`src/rtl/cascade_avg.sv`:
```
module cascade_avg #(
  parameter int IN_W   = 12,
  parameter int STAGES = 10,
  parameter bit SCALE  = 1'b0
) (
  input  logic                                          clk,
  input  logic                                          rst,
  input  logic                                          in_en,
  input  logic signed [IN_W-1:0]                        in_smp,
  output logic                                          out_vld,
  output logic signed [IN_W+(SCALE ? 0 : STAGES)-1:0]   out_smp
);

  localparam int FULL_W = IN_W + STAGES;

  for (genvar k = 0; k < STAGES; k++) begin : stg
    localparam int SW = IN_W + k;
    logic signed [SW-1:0] x;
    logic signed [SW-1:0] d_q;
    logic signed [SW:0]   y_q;
    logic                 v_i;
    logic                 v_q;

    if (k == 0) begin : g_src
      assign x   = in_smp;
      assign v_i = in_en;
    end else begin : g_lnk
      assign x   = stg[k-1].y_q;
      assign v_i = stg[k-1].v_q;
    end

    always_ff @(posedge clk) begin
      if (rst) begin
        d_q <= '0;
        y_q <= '0;
        v_q <= 1'b0;
      end else begin
        v_q <= v_i;
        if (v_i) begin
          d_q <= x;
          y_q <= {x[SW-1], x} + {d_q[SW-1], d_q};
        end
      end
    end
  end

  logic signed [FULL_W-1:0] full;
  assign full    = stg[STAGES-1].y_q;
  assign out_vld = stg[STAGES-1].v_q;

  if (SCALE) begin : g_unity
    assign out_smp = full[FULL_W-1:STAGES];
  end else begin : g_full
    assign out_smp = full;
  end

endmodule


```
`config.mk`:
```
export PLATFORM = sky130hd
export DESIGN_NAME = cascade_avg
export DESIGN_NICKNAME = d
export VERILOG_FILES = /design/src/rtl/cascade_avg.sv
export SDC_FILE = /design/constraint.sdc
export NUM_CORES = 1
export LEC_CHECK = 0
export ABC_AREA = 1
export BUFFER_PORTS_ARGS = -buffer_cell sky130_fd_sc_hd__buf_2
export CORE_ASPECT_RATIO = 1.2
export CORE_MARGIN = 2
export CORE_UTILIZATION = 66
export DETAILED_ROUTE_END_ITERATION = 7
export GPL_TIMING_DRIVEN = 0
export PLACE_DENSITY = 0.83
export SYNTH_ARGS = -nofsm -noshare
export SYNTH_HDL_FRONTEND = slang
export SYNTH_SLANG_ARGS = --single-unit
```
`constraint.sdc`:
```
create_clock -name clk -period 3.9 [get_ports clk]
set_input_delay 0.585 -clock clk [delete_from_list [all_inputs] [get_ports clk]]
set_output_delay 0.585 -clock clk [all_outputs]
set_load 0.03 [all_outputs]
```
==> results of run 1 <==
[flip-flops by register name, summed over array words and instances (netlist names)]
name     count
out_vld      1
out_smp     22
stg.v_q      9
stg.d_q    165
stg.y_q    153
[worst max-delay path: stages, from the launching register on]
cell	delay, ps
dfxtp_1	450
ha_1	260
inv_1	70
fa_1	410
inv_1	110
nand3_1	70
nand3_1	120
nand2_1	70
nand2_1	140
nand2_1	90
nand3_1	80
nand3_1	90
nand2_1	90
inv_1	30
[synth_stat cells (all sizes together)]
library cell / count / area, um^2
nand4: 10 / 62.6
o21bai: 12 / 90.1
dfxtp: 350 / 7010
nand3: 217 / 1120
nor4: 1 / 6.26
fa: 10 / 200
ha: 165 / 2060
a31oi: 8 / 50.1
nor3: 16 / 80.1
o21a: 4 / 30.0
a21boi: 2 / 15.0
buf: 29 / 136
and2: 13 / 81.3
inv: 390 / 1460
xor2: 65 / 569
clkinv: 2 / 7.51
nand2b: 1 / 6.26
nand2: 681 / 2570
o211ai: 1 / 7.51
nand3b: 3 / 22.5
a21oi: 174 / 878
or2: 3 / 18.8
and3: 2 / 13.8
xnor2: 8 / 70.1
a21o: 4 / 30.0
clkbuf: 78 / 293
nor2: 788 / 2980
o21ai: 318 / 1600
[stage by stage]
| stage | cell area [um^2] | worst slack (ps) | total power [mW] | hold WS, ps | std cells |
|---|---|---|---|---|---|
| 2_1_floorplan | 21500 | 2010 | 4.24 | 453 | 3355 |
| 3_3_place_gp | 22200 | 1480 | 4.41 | 466 | 3799 |
| 3_5_place_dp | 22200 | 1470 | 4.43 | 469 | 3799 |
| 4_1_cts | 23500 | 1740 | 8.30 | 277 | 3869 |
| 5_1_grt | 23500 | 1560 | 8.55 | 293 | 3869 |
| 6_report | 23500 | 1700 | 8.28 | 290 | 3869 |
[layout make-up]
type,count,area (um^2),share of cell area (%)
Buffer,107,429,1.82
Clock buffer,54,1150,4.91
Clock inverter,16,221,0.941
Inverter,392,1470,6.25
Multi-Input combinational cell,2506,12600,53.4
Sequential cell,350,7010,29.8
Tap cell,407,509,2.16
Timing Repair Buffer,37,185,0.787
[power by group through the flow]
stage                     clock network [mW]  registers (mW)  logic (mW)
final                                   3.91            3.73       0.635
after global routing                    4.10            3.74       0.713
after CTS                               3.94            3.73       0.628
after detailed placement                   0            3.81       0.619
after global placement                     0            3.81       0.605
after floorplan                            0            3.79       0.453
[how the worst min path moves through the flow]
stage / endpoint / slack (ps) / cells after the start
floorplan: stg[3].d_q[10] / 450 / 2
global placement: stg[3].d_q[8] / 470 / 2
detailed placement: out_smp[11] / 470 / 2
CTS: stg[0].d_q[2] / 280 / 3
global route: stg[0].d_q[6] / 290 / 3
finish: stg[0].d_q[8] / 290 / 3
[routing by layer]
metal / vias to the layer above / routed length [um] / global-route usage (%)
li1: 10800 / - / -
met1: 9624 / 24500 / 40.6
met2: 549 / 27300 / 59.2
met3: 147 / 2800 / 3.82
met4: 0 / 2350 / 14.0
met5: - / 0 / 0
[logic make-up (layout without fill, tap and decap cells)]
logic type	after synthesis	after routing	synth area share [%]
buffers and inverters	499	606	8.85
xor gates and xnor gates	73	73	2.98
AOI/OAI and AO/OA	523	523	12.6
adders and majority gates	175	175	10.6
and+or+nand+nor	1735	1735	32.4
DFF	350	350	32.6
==> results.cfg, run 1 <==
[clock_network]
cts_made_buffers = 38
clk_pin_slew_worst_paths_ps = 60
h-tree-depth = 2
cts.sink_count = 350
clockBufferDepth = 3
postCtsSetupRepairBufs = 0
postCtsHoldBufs = 0
cts_tree = built
clock-root-buffer = clkbuf_16
insertion_delay_ps = 550
cts.repair.resized = 0

[setup_path]
critPathKind = register to register
reg2reg_from = stg[5].y_q[0]
crit_path_end = stg[6].y_q[16]
worstSetupStartpoint = stg[5].y_q[0]
ff2ff_setup_slack_ps = 1700
r2r_end = stg[6].y_q[16]
r2r_cells = 13
cp-start-kind = register
critPathCaptureType = register
required_ps = 4330
cp_max_fo = 3
cp.arrival_ps = 2630

[global_routing]
grt_overflow = 0
grt_use_total_pct = 33.3
grt_pass1_wl_um = 94000
grt_max_degree = 15
antenna_found_initial = 0
first_global_vias = 19900

[sta]
rsz0062_at_grt = no
worst_pin_slew_ps = 988
timing.fmax_mhz = 455
clock_skew_ps = 14.7
maxSlewHeadroom_pct = 34.1
setup_viol = 0
totalNegativeSetupSlack_ps = 0
period_minus_slack_ps = 2200
maxSlewViolCount = 0
min_period_over_period_pct = 56.3
final_hold_viol_count = 0

[cells_and_area]
postLayoutCoreUtil_pct = 73.2
drive_gt1_share_pct = 4.25
area_growth_pct = 9.65
fin_nets = 3622
final_cell_mix = nor2_1, nand2_1, inv_1, dfxtp_1, o21ai_0
final_common_cell = nor2_1
fill_cells = 2764
antenna_cells = 0

[floorplanning]
die_area_um2 = 34000
placementRows = 72
die_h_um = 202
start_util_pct = 66.7
ios = 38
chipWidth_um = 169
core_area_um2 = 32200

[placement]
finalWeightedCongestion = 0.950
port_buffers = 37
post-dp-hpwl_um = 43300

[synthesis]
synth_seq_area_share_pct = 32.6
syn_inst = 3355
syn_area_um2 = 21500
syn_avg_cell_area_um2 = 6.40
synth-seq-cells = 350
ys.warnings.count = 0
synth_fp_nets = 3545
synth_cell_types = 38

[flow_run]
drv_cap = 0

[pwr]
p_leak_nw = 12.9
peakVddDrop_mv = 0.413
comb_power_share_pct = 7.7
clkPwrFrac_pct = 47.3
netSwitchingFraction_pct = 24.2
switchingPower_mw = 2.00
pwr-share-seq_pct = 45.1
p_per_area_nw_per_um2 = 352
p_int_mw = 6.28

[drt]
drt_iter0_markers = 1403
post_drt_via_cell_ratio = 5.46
drt-pass1-iter-count = 6
drc = 0
vias = 21100
antenna_left = 0
drt_wl_total_um = 57000
wire_per_inst_um = 14.7

[min_path]
holdCritPathClass = primary input to register
hp-start = in_smp[8]

[outcome]
status = completed
No activity file was read; power rests on OpenSTA's default activity.
==> inputs of run 2 (changes only) <==
Settings changed: CORE_UTILIZATION 66 to 58, PLACE_DENSITY 0.83 to 0.77.
Clock period 3.9 ns to 1.8 ns, I/O delays scaled along.
==> results.cfg, run 2 (synthesis gave the netlist of run 1 again) <==
[outcome]
status = finished with violations
violations = setup timing

[setup_path]
cpLargestDelayFamily = simple AND/OR/NAND/NOR gates
crit_buf_inv = 3
ff2ff_setup_slack_ps = -20
r2r_end = stg[6].y_q[16]
cp-start-kind = register
cp.arrival_ps = 2250
reg2reg_from = stg[5].y_q[0]
cp_slowest_stage_delay_ps = 390
slowest_stage = dfxtp_4
r2r_cells = 13
critPathCaptureType = register
cp_max_fo = 3
required_ps = 2240
cpMostUsedCell = nand3_2
critPathKind = register to register
crit_path_cell_trace = ha_4, inv_2, fa_2, inv_2, nand3_2, nand3_2, nand2_2, nand2_4, nand2_4, nand3_2, nand3_1, nand2_1, inv_1

[cells_and_area]
fin_nets = 3665
area_growth_pct = 21.4
largest_reg_flops = 165
final_cell_mix = nor2_1, nand2_1, inv_1, dfxtp_1, o21ai_0
fill_cells = 3145
final_common_cell = nor2_1
regMostFlops = stg.d_q
design_area_um2 = 26100
drive_gt1_share_pct = 16.1
antenna_cells = 0

[floorplanning]
die_h_um = 215
die_area_um2 = 38600
ios = 38
core_area_um2 = 36700
placementRows = 77
chipWidth_um = 180
start_util_pct = 58.5

[global_routing]
first_global_vias = 20100
grt_overflow = 0
antenna_found_initial = 1
grt_pass1_wl_um = 96700
grt_max_degree = 15
grt_use_total_pct = 29.8

[clock_network]
clockBufferDepth = 3
cts_tree = built
clock-root-buffer = clkbuf_16
h-tree-depth = 2
cts_made_buffers = 39
insertion_delay_ps = 550
clk_pin_slew_worst_paths_ps = 60
cts.sink_count = 350

[sta]
rsz0062_at_grt = yes
maxSlewHeadroom_pct = 21.2
min_period_over_period_pct = 101
timing.fmax_mhz = 551
period_minus_slack_ps = 1820
setup_viol = 2
worst_pin_slew_ps = 1180
clock_skew_ps = 21.7
maxSlewViolCount = 0
final_hold_viol_count = 0
fin_ws_ps = -15.9

[drt]
drc = 0
post_drt_via_cell_ratio = 5.38
vias = 21400
drt_iter0_markers = 1318
wire_per_inst_um = 15.4
antenna_left = 0
drt-pass1-iter-count = 5
drt_wl_total_um = 61300

[placement]
post-dp-hpwl_um = 43800
finalWeightedCongestion = 0.924
port_buffers = 37
dpl_cell_area_um2 = 22200

[flow_run]
drv_cap = 0

[pwr]
p_leak_nw = 13.1
peakVddDrop_mv = 0.741
p_total_mw = 18.4
p_per_area_nw_per_um2 = 707

[min_path]
hp-start = in_smp[1]
hold-path-endpoint = stg[0].d_q[1]
holdCritPathClass = primary input to register
whs_path_depth = 3
## run 2: cell types whose count changed in the layout (fill, tap and decap cells not counted), sizes merged
cell / previous run / this run
clkinv: 8 / 7
clkbuf: 132 / 130
inv: 390 / 394
buf: 66 / 97
clkinvlp: 5 / 3
bufinv: 5 / 7
dlygate4sd3: 0 / 11
## run 2: metal layers
layer  share of wire [%]  global-route usage, %
met5                   0                      0
met4                 3.1                   10.2
met3                 4.2                   3.46
met2                  50                   54.0
met1                  43                   36.4
## run 2: final cells by class
type                    instances  area (um^2)  area share, %
plain buffers                 107          429           1.65
clock buffers                  52         1120           4.32
clock inverters                19          299           1.15
inverters                     392         1470           5.64
multi-input cells            2506        14500           55.8
flip-flops and latches        350         7080           27.2
well taps                     474          593           2.28
repair buffers                 79          532           2.04
## run 2: how the worst max path moves through the flow
stage	slack, ps	start	cells past startpoint	endpoint
floorplan	30	stg[8].y_q[0]	13	out_smp[16]
global placement	-390	rst	6	stg[0].y_q[12]
detailed placement	-410	rst	6	out_smp[21]
CTS	-30	stg[9].d_q[0]	13	out_smp[14]
global route	-90	stg[5].y_q[0]	14	stg[6].y_q[16]
finish	-20	stg[5].y_q[0]	13	stg[6].y_q[16]
## run 2: where the power goes
group | switching [mW] | internal [mW]
sequential | 0.181 | 7.93
combinational | 0.984 | 0.566
clock | 3.34 | 5.43
total | 4.50 | 13.9
## run 2: worst min-delay path, cell delays in order
cell and delay, ps:
buf_2 110, nor2_1 50, nor2_1 100
## run 2: repair_timing
action,CTS,global route
setup endpoints to repair,62,112
resized for setup,92,384
endpoints found under the hold margin,11,0
hold buffers,11,0
pin swaps,27,80
setup buffers,15,16
## run 2: through the flow
step                      setup TNS (ps)  utilization [%]  std cells  hold WS (ps)  setup WS, ps
after global routing               -1280             71.0       3979          55.5         -90.9
after floorplan                        0                -       3355           405          28.1
final                              -17.9             71.0       3979          29.7         -15.9
after CTS                          -25.8             65.9       3963          14.4         -25.8
after detailed placement          -17390             60.6       3866           472          -410
after global placement            -14870             60.6       3866           466          -392
==> inputs of run 3 (changes only) <==
==> constraint.sdc (replaced) <==
create_clock -name clk -period 1.8 [get_ports clk]
set_input_delay 0.36 -clock clk [delete_from_list [all_inputs] [get_ports clk]]
set_output_delay 0.36 -clock clk [all_outputs]
set_load 0.03 [all_outputs]
==> results.cfg, run 3 (synthesis gave the netlist of run 1 again) <==
[outcome]
status = finished with violations
violations = setup timing

[clock_network]
clockBufferDepth = 3
insertion_delay_ps = 550
cts_tree = built
h-tree-depth = 2
cts.sink_count = 350
postCtsHoldBufs = 0
cts_made_buffers = 39
clock-root-buffer = clkbuf_16
clk_pin_slew_worst_paths_ps = 60

[pwr]
comb_power_share_pct = 8.3
p_per_area_nw_per_um2 = 709
peakVddDrop_mv = 0.745
netSwitchingFraction_pct = 24.4
p_int_mw = 13.9
p_leak_nw = 13.0
pwr-share-seq_pct = 44.1
clkPwrFrac_pct = 47.6
switchingPower_mw = 4.49

[setup_path]
critPathCaptureType = register
crit_path_cell_trace = ha_4, inv_2, fa_2, inv_2, nand3_2, nand3_2, nand2_2, nand2_4, nand2_4, nand3_2, nand3_1, nand2_1, inv_1
crit_buf_inv = 3
worstSetupStartpoint = stg[5].y_q[0]
cp.arrival_ps = 2250
cpMostUsedCell = nand3_2
required_ps = 2240
cp-start-kind = register
slowest_stage = dfxtp_4
critPathKind = register to register
cpLargestDelayFamily = simple AND/OR/NAND/NOR gates
cp_slowest_stage_delay_ps = 390
reg2reg_from = stg[5].y_q[0]
cp_max_fo = 3

[cells_and_area]
largest_reg_flops = 165
drive_gt1_share_pct = 16.1
final_common_cell = nor2_1
fin_nets = 3656
final_cell_mix = nor2_1, nand2_1, inv_1, dfxtp_1, o21ai_0
area_growth_pct = 21.0
regMostFlops = stg.d_q
antenna_cells = 0

[sta]
period_minus_slack_ps = 1810
maxSlewHeadroom_pct = 20.9
setup_viol = 1
min_period_over_period_pct = 101
timing.fmax_mhz = 552
rsz0062_at_grt = yes
maxSlewViolCount = 0
clock_skew_ps = 19.7
final_hold_viol_count = 0
worst_pin_slew_ps = 1190
fin_hold_ws_ps = 55.2
fin_ws_ps = -10.3

[flow_run]
drv_cap = 0

[floorplanning]
start_util_pct = 58.5
chipWidth_um = 180
core_area_um2 = 36700
die_area_um2 = 38600
ios = 38
placementRows = 77
die_h_um = 215

[global_routing]
antenna_found_initial = 1
grt_max_degree = 15
grt_use_total_pct = 29.7
first_global_vias = 20000
grt_overflow = 0
grt_pass1_wl_um = 96500

[drt]
wire_per_inst_um = 15.4
drc = 0
post_drt_via_cell_ratio = 5.37
antenna_left = 0
vias = 21300
drt-pass1-iter-count = 6
drt_iter0_markers = 1286
drt_wl_total_um = 61100

[placement]
pre_cts_ws_ps = -500
port_buffers = 37
post-dp-hpwl_um = 43800
finalWeightedCongestion = 0.924

[min_path]
hp-start = in_smp[2]
holdCritPathClass = primary input to register
run 3: changes by cell type in the layout (fill, tap and decap cells not counted), sizes merged:
cell | before | now
clkbuf | 130 | 129
clkdlybuf4s15 | 0 | 1
buf | 97 | 99
dlygate4sd3 | 11 | 0
run 3: final cells by class:
class / count / area [um^2]
multi-input cells: 2506 / 14500
repair buffers: 70 / 437
flip-flops and latches: 350 / 7080
clock buffers: 52 / 1120
inverters: 392 / 1470
clock inverters: 19 / 299
fillers: 3159 / 10700
well taps: 474 / 593
plain buffers: 107 / 437
run 3: through the flow:
step | setup TNS, ps | std cells | cell area [um^2] | utilization, % | power (mW)
2_1_floorplan | 0 | 3355 | 21500 | - | 9.19
3_3_place_gp | -24830 | 3866 | 22200 | 60.6 | 9.58
3_5_place_dp | -28180 | 3866 | 22200 | 60.6 | 9.61
4_1_cts | -25.8 | 3952 | 24100 | 65.6 | 18.4
5_1_grt | -1240 | 3970 | 26000 | 70.7 | 19.0
6_report | -10.3 | 3970 | 26000 | 70.7 | 18.4
run 3: repair_timing:
item                                    in CTS  in global routing
endpoints found under the setup margin      62                110
setup buffers                               15                 18
pin swaps                                   27                 82
gates resized for setup                     92                386
run 3: path summary, 6_finish.rpt:
check                   end  slack [ps]  cells after the start
max          stg[6].y_q[16]         -10                     13
min           stg[0].d_q[2]          60                      3
max reg2reg  stg[6].y_q[16]         -10                     13
min reg2reg   stg[3].d_q[6]         480                      2
run 3: metal layers:
| layer | global-route usage, % | vias up | share of wire [%] |
|---|---|---|---|
| li1 | - | 10900 | - |
| met1 | 36.4 | 9905 | 44 |
| met2 | 53.8 | 413 | 50 |
| met3 | 3.46 | 117 | 3.7 |
| met4 | 10.2 | 0 | 2.9 |
| met5 | 0 | - | 0 |
run 3: worst min-delay path, delay by kind of cell:
family,cells,cell delay [ps]
buffers and inverters,1,90
and+or+nand+nor,2,120
run 3: power by group through the flow:
stage                     sequential, mW  clock [mW]  combinational (mW)
after global placement              8.25           0                1.33
after detailed placement            8.26           0                1.36
after global routing                8.13        9.18                1.71
after floorplan                     8.21           0               0.982
after CTS                           8.09        8.90                1.39
final                               8.11        8.76                1.53
